`src/rtl/calu_pkg.sv`:
```
package calu_pkg;

  typedef enum logic [2:0] {
    OP_ADD   = 3'd0,
    OP_ADC   = 3'd1,
    OP_SUB   = 3'd2,
    OP_SBB   = 3'd3,
    OP_RRC   = 3'd4,
    OP_RLC   = 3'd5,
    OP_PASS6 = 3'd6,
    OP_PASS7 = 3'd7
  } calu_op_e;

  typedef struct packed {
    logic c;
    logic n;
    logic z;
    logic v;
  } calu_flags_t;

endpackage

```
`src/rtl/calu_addsub.sv`:
```
module calu_addsub #(
  parameter int WIDTH = 8
) (
  input  logic [WIDTH-1:0] a,
  input  logic [WIDTH-1:0] b,
  input  logic             do_sub,
  input  logic             use_carry,
  input  logic             carry_in,
  output logic [WIDTH-1:0] sum,
  output logic             carry_out,
  output logic             ovf
);
  localparam int MSB = WIDTH - 1;

  logic [WIDTH-1:0] b_eff;
  logic             cin_raw;
  logic             cin_eff;
  logic [WIDTH:0]   total;

  always_comb begin
    // Subtraction adds the inverted operand plus one, less any borrow in.
    b_eff     = do_sub ? ~b : b;
    cin_raw   = use_carry & carry_in;
    cin_eff   = do_sub ? ~cin_raw : cin_raw;
    total     = {1'b0, a} + {1'b0, b_eff} + {{WIDTH{1'b0}}, cin_eff};
    sum       = total[MSB:0];
    // The flag is a borrow on subtraction: the raw carry inverted.
    carry_out = do_sub ? ~total[WIDTH] : total[WIDTH];
    ovf       = (a[MSB] == b_eff[MSB]) && (sum[MSB] != a[MSB]);
  end
endmodule

```
`src/rtl/calu_rotate.sv`:
```
module calu_rotate #(
  parameter int WIDTH = 8
) (
  input  logic [WIDTH-1:0] a,
  input  logic             carry_in,
  input  logic             to_left,
  output logic [WIDTH-1:0] res,
  output logic             carry_out
);
  localparam int MSB = WIDTH - 1;

  logic [WIDTH-1:0] right_res;
  logic [WIDTH-1:0] left_res;

  assign right_res[MSB] = carry_in;
  assign left_res[0]    = carry_in;

  genvar i;
  generate
    for (i = 0; i < MSB; i++) begin : g_bits
      assign right_res[i]  = a[i+1];
      assign left_res[i+1] = a[i];
    end
  endgenerate

  always_comb begin
    res       = to_left ? left_res : right_res;
    carry_out = to_left ? a[MSB] : a[0];
  end
endmodule

```
`src/rtl/calu_flag_gen.sv`:
```
module calu_flag_gen
  import calu_pkg::*;
#(
  parameter int WIDTH = 8
) (
  input  logic [WIDTH-1:0] res,
  input  logic             carry,
  input  logic             ovf,
  output calu_flags_t      flags,
  output logic             lt_signed,
  output logic             lt_unsigned
);
  always_comb begin
    flags.c     = carry;
    flags.n     = res[WIDTH-1];
    flags.z     = ~|res;
    flags.v     = ovf;
    lt_signed   = flags.n ^ flags.v;
    lt_unsigned = flags.c;
  end
endmodule

```
`src/rtl/carry_alu.sv`:
```
module carry_alu
  import calu_pkg::*;
#(
  parameter int WIDTH = 8
) (
  input  logic             clk,
  input  logic             rst_n,
  input  logic             in_valid,
  output logic             in_ready,
  input  logic [2:0]       in_op,
  input  logic [WIDTH-1:0] in_a,
  input  logic [WIDTH-1:0] in_b,
  output logic             out_valid,
  input  logic             out_ready,
  output logic [WIDTH-1:0] out_res,
  output logic             out_c,
  output logic             out_n,
  output logic             out_z,
  output logic             out_v,
  output logic             out_lt_s,
  output logic             out_lt_u
);
  calu_op_e         op;
  logic             accept;
  logic             carry_q;

  logic [WIDTH-1:0] as_sum;
  logic             as_carry;
  logic             as_ovf;
  logic [WIDTH-1:0] rot_res;
  logic             rot_carry;

  logic [WIDTH-1:0] res_d;
  logic             c_d;
  logic             v_d;
  calu_flags_t      flags_d;
  logic             lts_d;
  logic             ltu_d;

  logic             is_sub;
  logic             with_carry;

  assign op     = calu_op_e'(in_op);
  assign accept = in_valid & in_ready;

  always_comb begin
    is_sub     = (op == OP_SUB) || (op == OP_SBB);
    with_carry = (op == OP_ADC) || (op == OP_SBB);
  end

  calu_addsub #(.WIDTH(WIDTH)) u_addsub (
    .a         (in_a),
    .b         (in_b),
    .do_sub    (is_sub),
    .use_carry (with_carry),
    .carry_in  (carry_q),
    .sum       (as_sum),
    .carry_out (as_carry),
    .ovf       (as_ovf)
  );

  calu_rotate #(.WIDTH(WIDTH)) u_rotate (
    .a         (in_a),
    .carry_in  (carry_q),
    .to_left   (op == OP_RLC),
    .res       (rot_res),
    .carry_out (rot_carry)
  );

  always_comb begin
    unique case (op)
      OP_ADD, OP_ADC, OP_SUB, OP_SBB: begin
        res_d = as_sum;
        c_d   = as_carry;
        v_d   = as_ovf;
      end
      OP_RRC, OP_RLC: begin
        res_d = rot_res;
        c_d   = rot_carry;
        v_d   = 1'b0;
      end
      default: begin
        res_d = in_a;
        c_d   = carry_q;
        v_d   = 1'b0;
      end
    endcase
  end

  calu_flag_gen #(.WIDTH(WIDTH)) u_flags (
    .res         (res_d),
    .carry       (c_d),
    .ovf         (v_d),
    .flags       (flags_d),
    .lt_signed   (lts_d),
    .lt_unsigned (ltu_d)
  );

  assign in_ready = ~out_valid | out_ready;

  always_ff @(posedge clk) begin
    if (!rst_n) begin
      carry_q   <= 1'b0;
      out_valid <= 1'b0;
      out_res   <= '0;
      out_c     <= 1'b0;
      out_n     <= 1'b0;
      out_z     <= 1'b0;
      out_v     <= 1'b0;
      out_lt_s  <= 1'b0;
      out_lt_u  <= 1'b0;
    end else if (accept) begin
      carry_q   <= c_d;
      out_valid <= 1'b1;
      out_res   <= res_d;
      out_c     <= flags_d.c;
      out_n     <= flags_d.n;
      out_z     <= flags_d.z;
      out_v     <= flags_d.v;
      out_lt_s  <= lts_d;
      out_lt_u  <= ltu_d;
    end else if (out_ready) begin
      out_valid <= 1'b0;
    end
  end
endmodule

```
`config.mk`:
```
export PLATFORM = sky130hd
export DESIGN_NAME = carry_alu
export DESIGN_NICKNAME = d
export VERILOG_FILES = /design/src/rtl/calu_pkg.sv /design/src/rtl/calu_addsub.sv /design/src/rtl/calu_rotate.sv /design/src/rtl/calu_flag_gen.sv /design/src/rtl/carry_alu.sv
export SDC_FILE = /design/constraint.sdc
export NUM_CORES = 1
export LEC_CHECK = 0
export BUFFER_PORTS_ARGS = -buffer_cell sky130_fd_sc_hd__buf_4
export CORE_ASPECT_RATIO = 2
export CORE_MARGIN = 2
export CORE_UTILIZATION = 30
export DETAILED_ROUTE_END_ITERATION = 8
export PLACE_DENSITY = 0.58
export SLEW_MARGIN = 10
export SYNTH_ARGS = -nofsm -noshare
export SYNTH_HDL_FRONTEND = slang
export SYNTH_SLANG_ARGS = --single-unit
export TNS_END_PERCENT = 10
```
`constraint.sdc`:
```
create_clock -name clk -period 3.3 [get_ports clk]
set_input_delay 0.165 -clock clk [delete_from_list [all_inputs] [get_ports clk]]
set_output_delay 0.165 -clock clk [all_outputs]
set_load 0.005 [all_outputs]
```
==> flow_metrics.env <==
export IMPL_max_freq_mhz=367
export IMPL_cts_buffers=3
export IMPL_hpwl_microns=2580
export IMPL_grt_pass1_wl_microns=5360
export IMPL_num_rows=32
export IMPL_rsz0062_at_grt="no"
export IMPL_seq_area_frac_synth=0.213
export IMPL_grt_overflow_total=0
export IMPL_cap_violations=0
export IMPL_postLayoutCellArea_sq_um=1580
export IMPL_whs_ns=0.174
export IMPL_cts_root_buffer="clkbuf_8"
export IMPL_leakage_nw=0.703
export IMPL_clock_path_buffers=2
export IMPL_synthToLayoutAreaGrowth_pct=29.6
export IMPL_place_gp_congestion=0.822
export IMPL_diodes=0
export IMPL_cp_max_fo=6
export IMPL_cts_resized=0
export IMPL_start_util=0.314
export IMPL_pwr_share_clk=0.248
export IMPL_startpoint_type="register"
export IMPL_r2r_end="out_z"
export IMPL_cts_tree="built"
export IMPL_combPwrFrac=0.441
export IMPL_ios=39
export IMPL_final_common_cell="buf_4"
export IMPL_wire_per_inst_microns=12.7
export IMPL_grtUsageTotal=0.150
export IMPL_port_buffers=38
export IMPL_hold_buffers=0
export IMPL_grt_max_degree=25
export IMPL_grt_pass1_vias=1207
export IMPL_powerDensity_nw_per_um2=363
export IMPL_switchingPower_uw=195
export IMPL_switching_share=0.339
export IMPL_fin_util=0.407
export IMPL_die_y_microns=94.2
export IMPL_whs_path_depth=3
export IMPL_cp_arrival_ns=2.88
export IMPL_drc=0
export IMPL_tightest_slew_ns=0.362
export IMPL_htree_num_levels=1
export IMPL_required_ns=3.46
export IMPL_die_area_sq_um=4620
export IMPL_drt_pre_antenna_iters=4
export IMPL_seqPwrFrac=0.310
export IMPL_setup_violations=0
export IMPL_syn_area_sq_um=1220
export IMPL_min_to="out_valid"
export IMPL_cts_sinks=13
export IMPL_die_x_microns=49.1
export IMPL_fin_crit_sh=0.825
export IMPL_drv_slew=0
export IMPL_ys_seq_elements=13
export IMPL_synth_area_leaders="dfxtp_1 21%, xnor2_1 9.3%, mux2i_1 8.2%, ha_1 7.2%, nand2_1 5.5%"
export IMPL_p_int_uw=380
export IMPL_final_cell_mix="40 x buf_4, 18 x nand2_1, 18 x nor2_1, 13 x xnor2_1, 13 x dfxtp_1"
export IMPL_r2r_cells=13
export IMPL_status="finished, final reports clean"
export IMPL_slew_limit_headroom=0.756
export IMPL_ys_warn_count=0
export IMPL_syn_mean_instance_area_sq_um=7.77
export IMPL_route_antenna_remaining_nets=0
export IMPL_drive_above_1_share=0.260
export IMPL_synth_top_cell_area_share=0.213
export IMPL_drt_iter0_drc=8
export IMPL_dp_cells=239
export IMPL_setup_tns_ns=0
export IMPL_period_needed_ns=2.72
export IMPL_worst_setup_path_type="register to register"
export IMPL_viasPerCell=4.91
export IMPL_synth_top_cell_by_area="dfxtp_1"
export IMPL_peakVddDrop_uv=146
export IMPL_ys_types=37
export IMPL_regToRegStartpoint="carry_q"
export IMPL_fin_cells=243
export IMPL_drt_wl_total_microns=3090
export IMPL_clk_latency_ns=0.24
export IMPL_min_from="in_valid"
export IMPL_syn_inst=157
export IMPL_antenna_found_initial=0
export IMPL_syn_num_nets=189
export IMPL_clock_skew_ns=0.00607
export IMPL_core_area_sq_um=3880
export IMPL_hold_class="input pin to register"
export IMPL_vias=1192
export IMPL_end_kind="register"
export IMPL_r2r_slack_ns=0.58
export IMPL_post_cts_buffers=0
export IMPL_place_area_sq_um=1540
export IMPL_final_hold_violation_count=0
export IMPL_clk_pin_slew_ns=0.06
export IMPL_nNetsFinal=225
power groups by stage:
stage	Sequential, mW	Combinational (mW)	Clock [mW]
floorplan	0.183	0.170	0
global placement	0.182	0.254	0
detailed placement	0.182	0.256	0
CTS	0.179	0.257	0.147
global route	0.180	0.286	0.154
finish	0.178	0.254	0.143
cells in the mapped netlist (all sizes together):
cell type   n
a211oi      2
a21boi      1
a21oi      13
a311oi      1
a31oi       1
and2        2
buf         5
clkbuf      4
clkinv      1
dfxtp      13
fa          2
ha          7
inv         5
mux2        2
mux2i      10
nand2      18
nand2b      5
nand3       1
nand4       1
nand4b      1
nor2       18
nor3        4
nor4        1
o211a       1
o211ai      6
o21a        1
o21ai      11
o21bai      2
o31ai       1
xnor2      13
xor2        4
per-stage QoR:
| stage | total power [mW] | setup slack [ns] |
|---|---|---|
| final | 0.575 | 0.578 |
| after global routing | 0.620 | 0.332 |
| after CTS | 0.583 | 0.571 |
| after detailed placement | 0.439 | 0.518 |
| after global placement | 0.436 | 0.580 |
| after floorplan | 0.353 | 0.635 |
cells by family (layout without fill, tap and decap cells):
kind of cell,after synthesis,in the layout,synth area share
mux,12,12,0.101
flops,13,13,0.213
fa+ha+maj,9,9,0.105
xor+xnor,17,17,0.122
buf+inv,15,50,0.0574
compound gates,40,40,0.217
simple gates,51,51,0.185
sequential cells by signal (all words and copies together) (netlist names):
name       cells
out_res        8
carry_q        1
out_lt_s       1
out_v          1
out_valid      1
out_z          1
worst max-delay path: stages, from the launching register on:
cell	delay, ns
dfxtp_1	0.41
nand2_1	0.09
xor2_1	0.14
nor2_1	0.12
fa_1	0.22
inv_1	0.06
fa_1	0.40
nand2b_1	0.16
a21oi_1	0.24
xnor2_1	0.15
mux2i_1	0.11
nor3_1	0.20
nand4_1	0.12
o31ai_2	0.21
cell type report:
class / instances / area (sq um)
inverters: 6 / 22.5
multi-input cells: 129 / 890
well taps: 51 / 63.8
fillers: 419 / 2300
flip-flops and latches: 13 / 260
clock buffers: 4 / 45.0
repair buffers: 40 / 300
worst max-delay path by stage:
stage | end | slack, ns | from
6_report | out_z | 0.58 | carry_q
5_1_grt | out_z | 0.33 | carry_q
4_1_cts | out_z | 0.57 | carry_q
3_5_place_dp | out_z | 0.52 | in_op[2]
3_3_place_gp | out_z | 0.58 | in_op[2]
2_1_floorplan | out_z | 0.63 | in_op[1]
routing by layer:
layer | wire length [microns] | up-vias | part of all wire | track usage
met2 | 1660 | 34 | 0.54 | 0.274
li1 | - | 612 | - | -
met5 | 0 | - | 0 | 0
met4 | 170 | 0 | 0.055 | 0.121
met3 | 91 | 12 | 0.029 | 0.00955
met1 | 1160 | 534 | 0.38 | 0.152
Note: power is estimated with default switching activity, not from simulation.
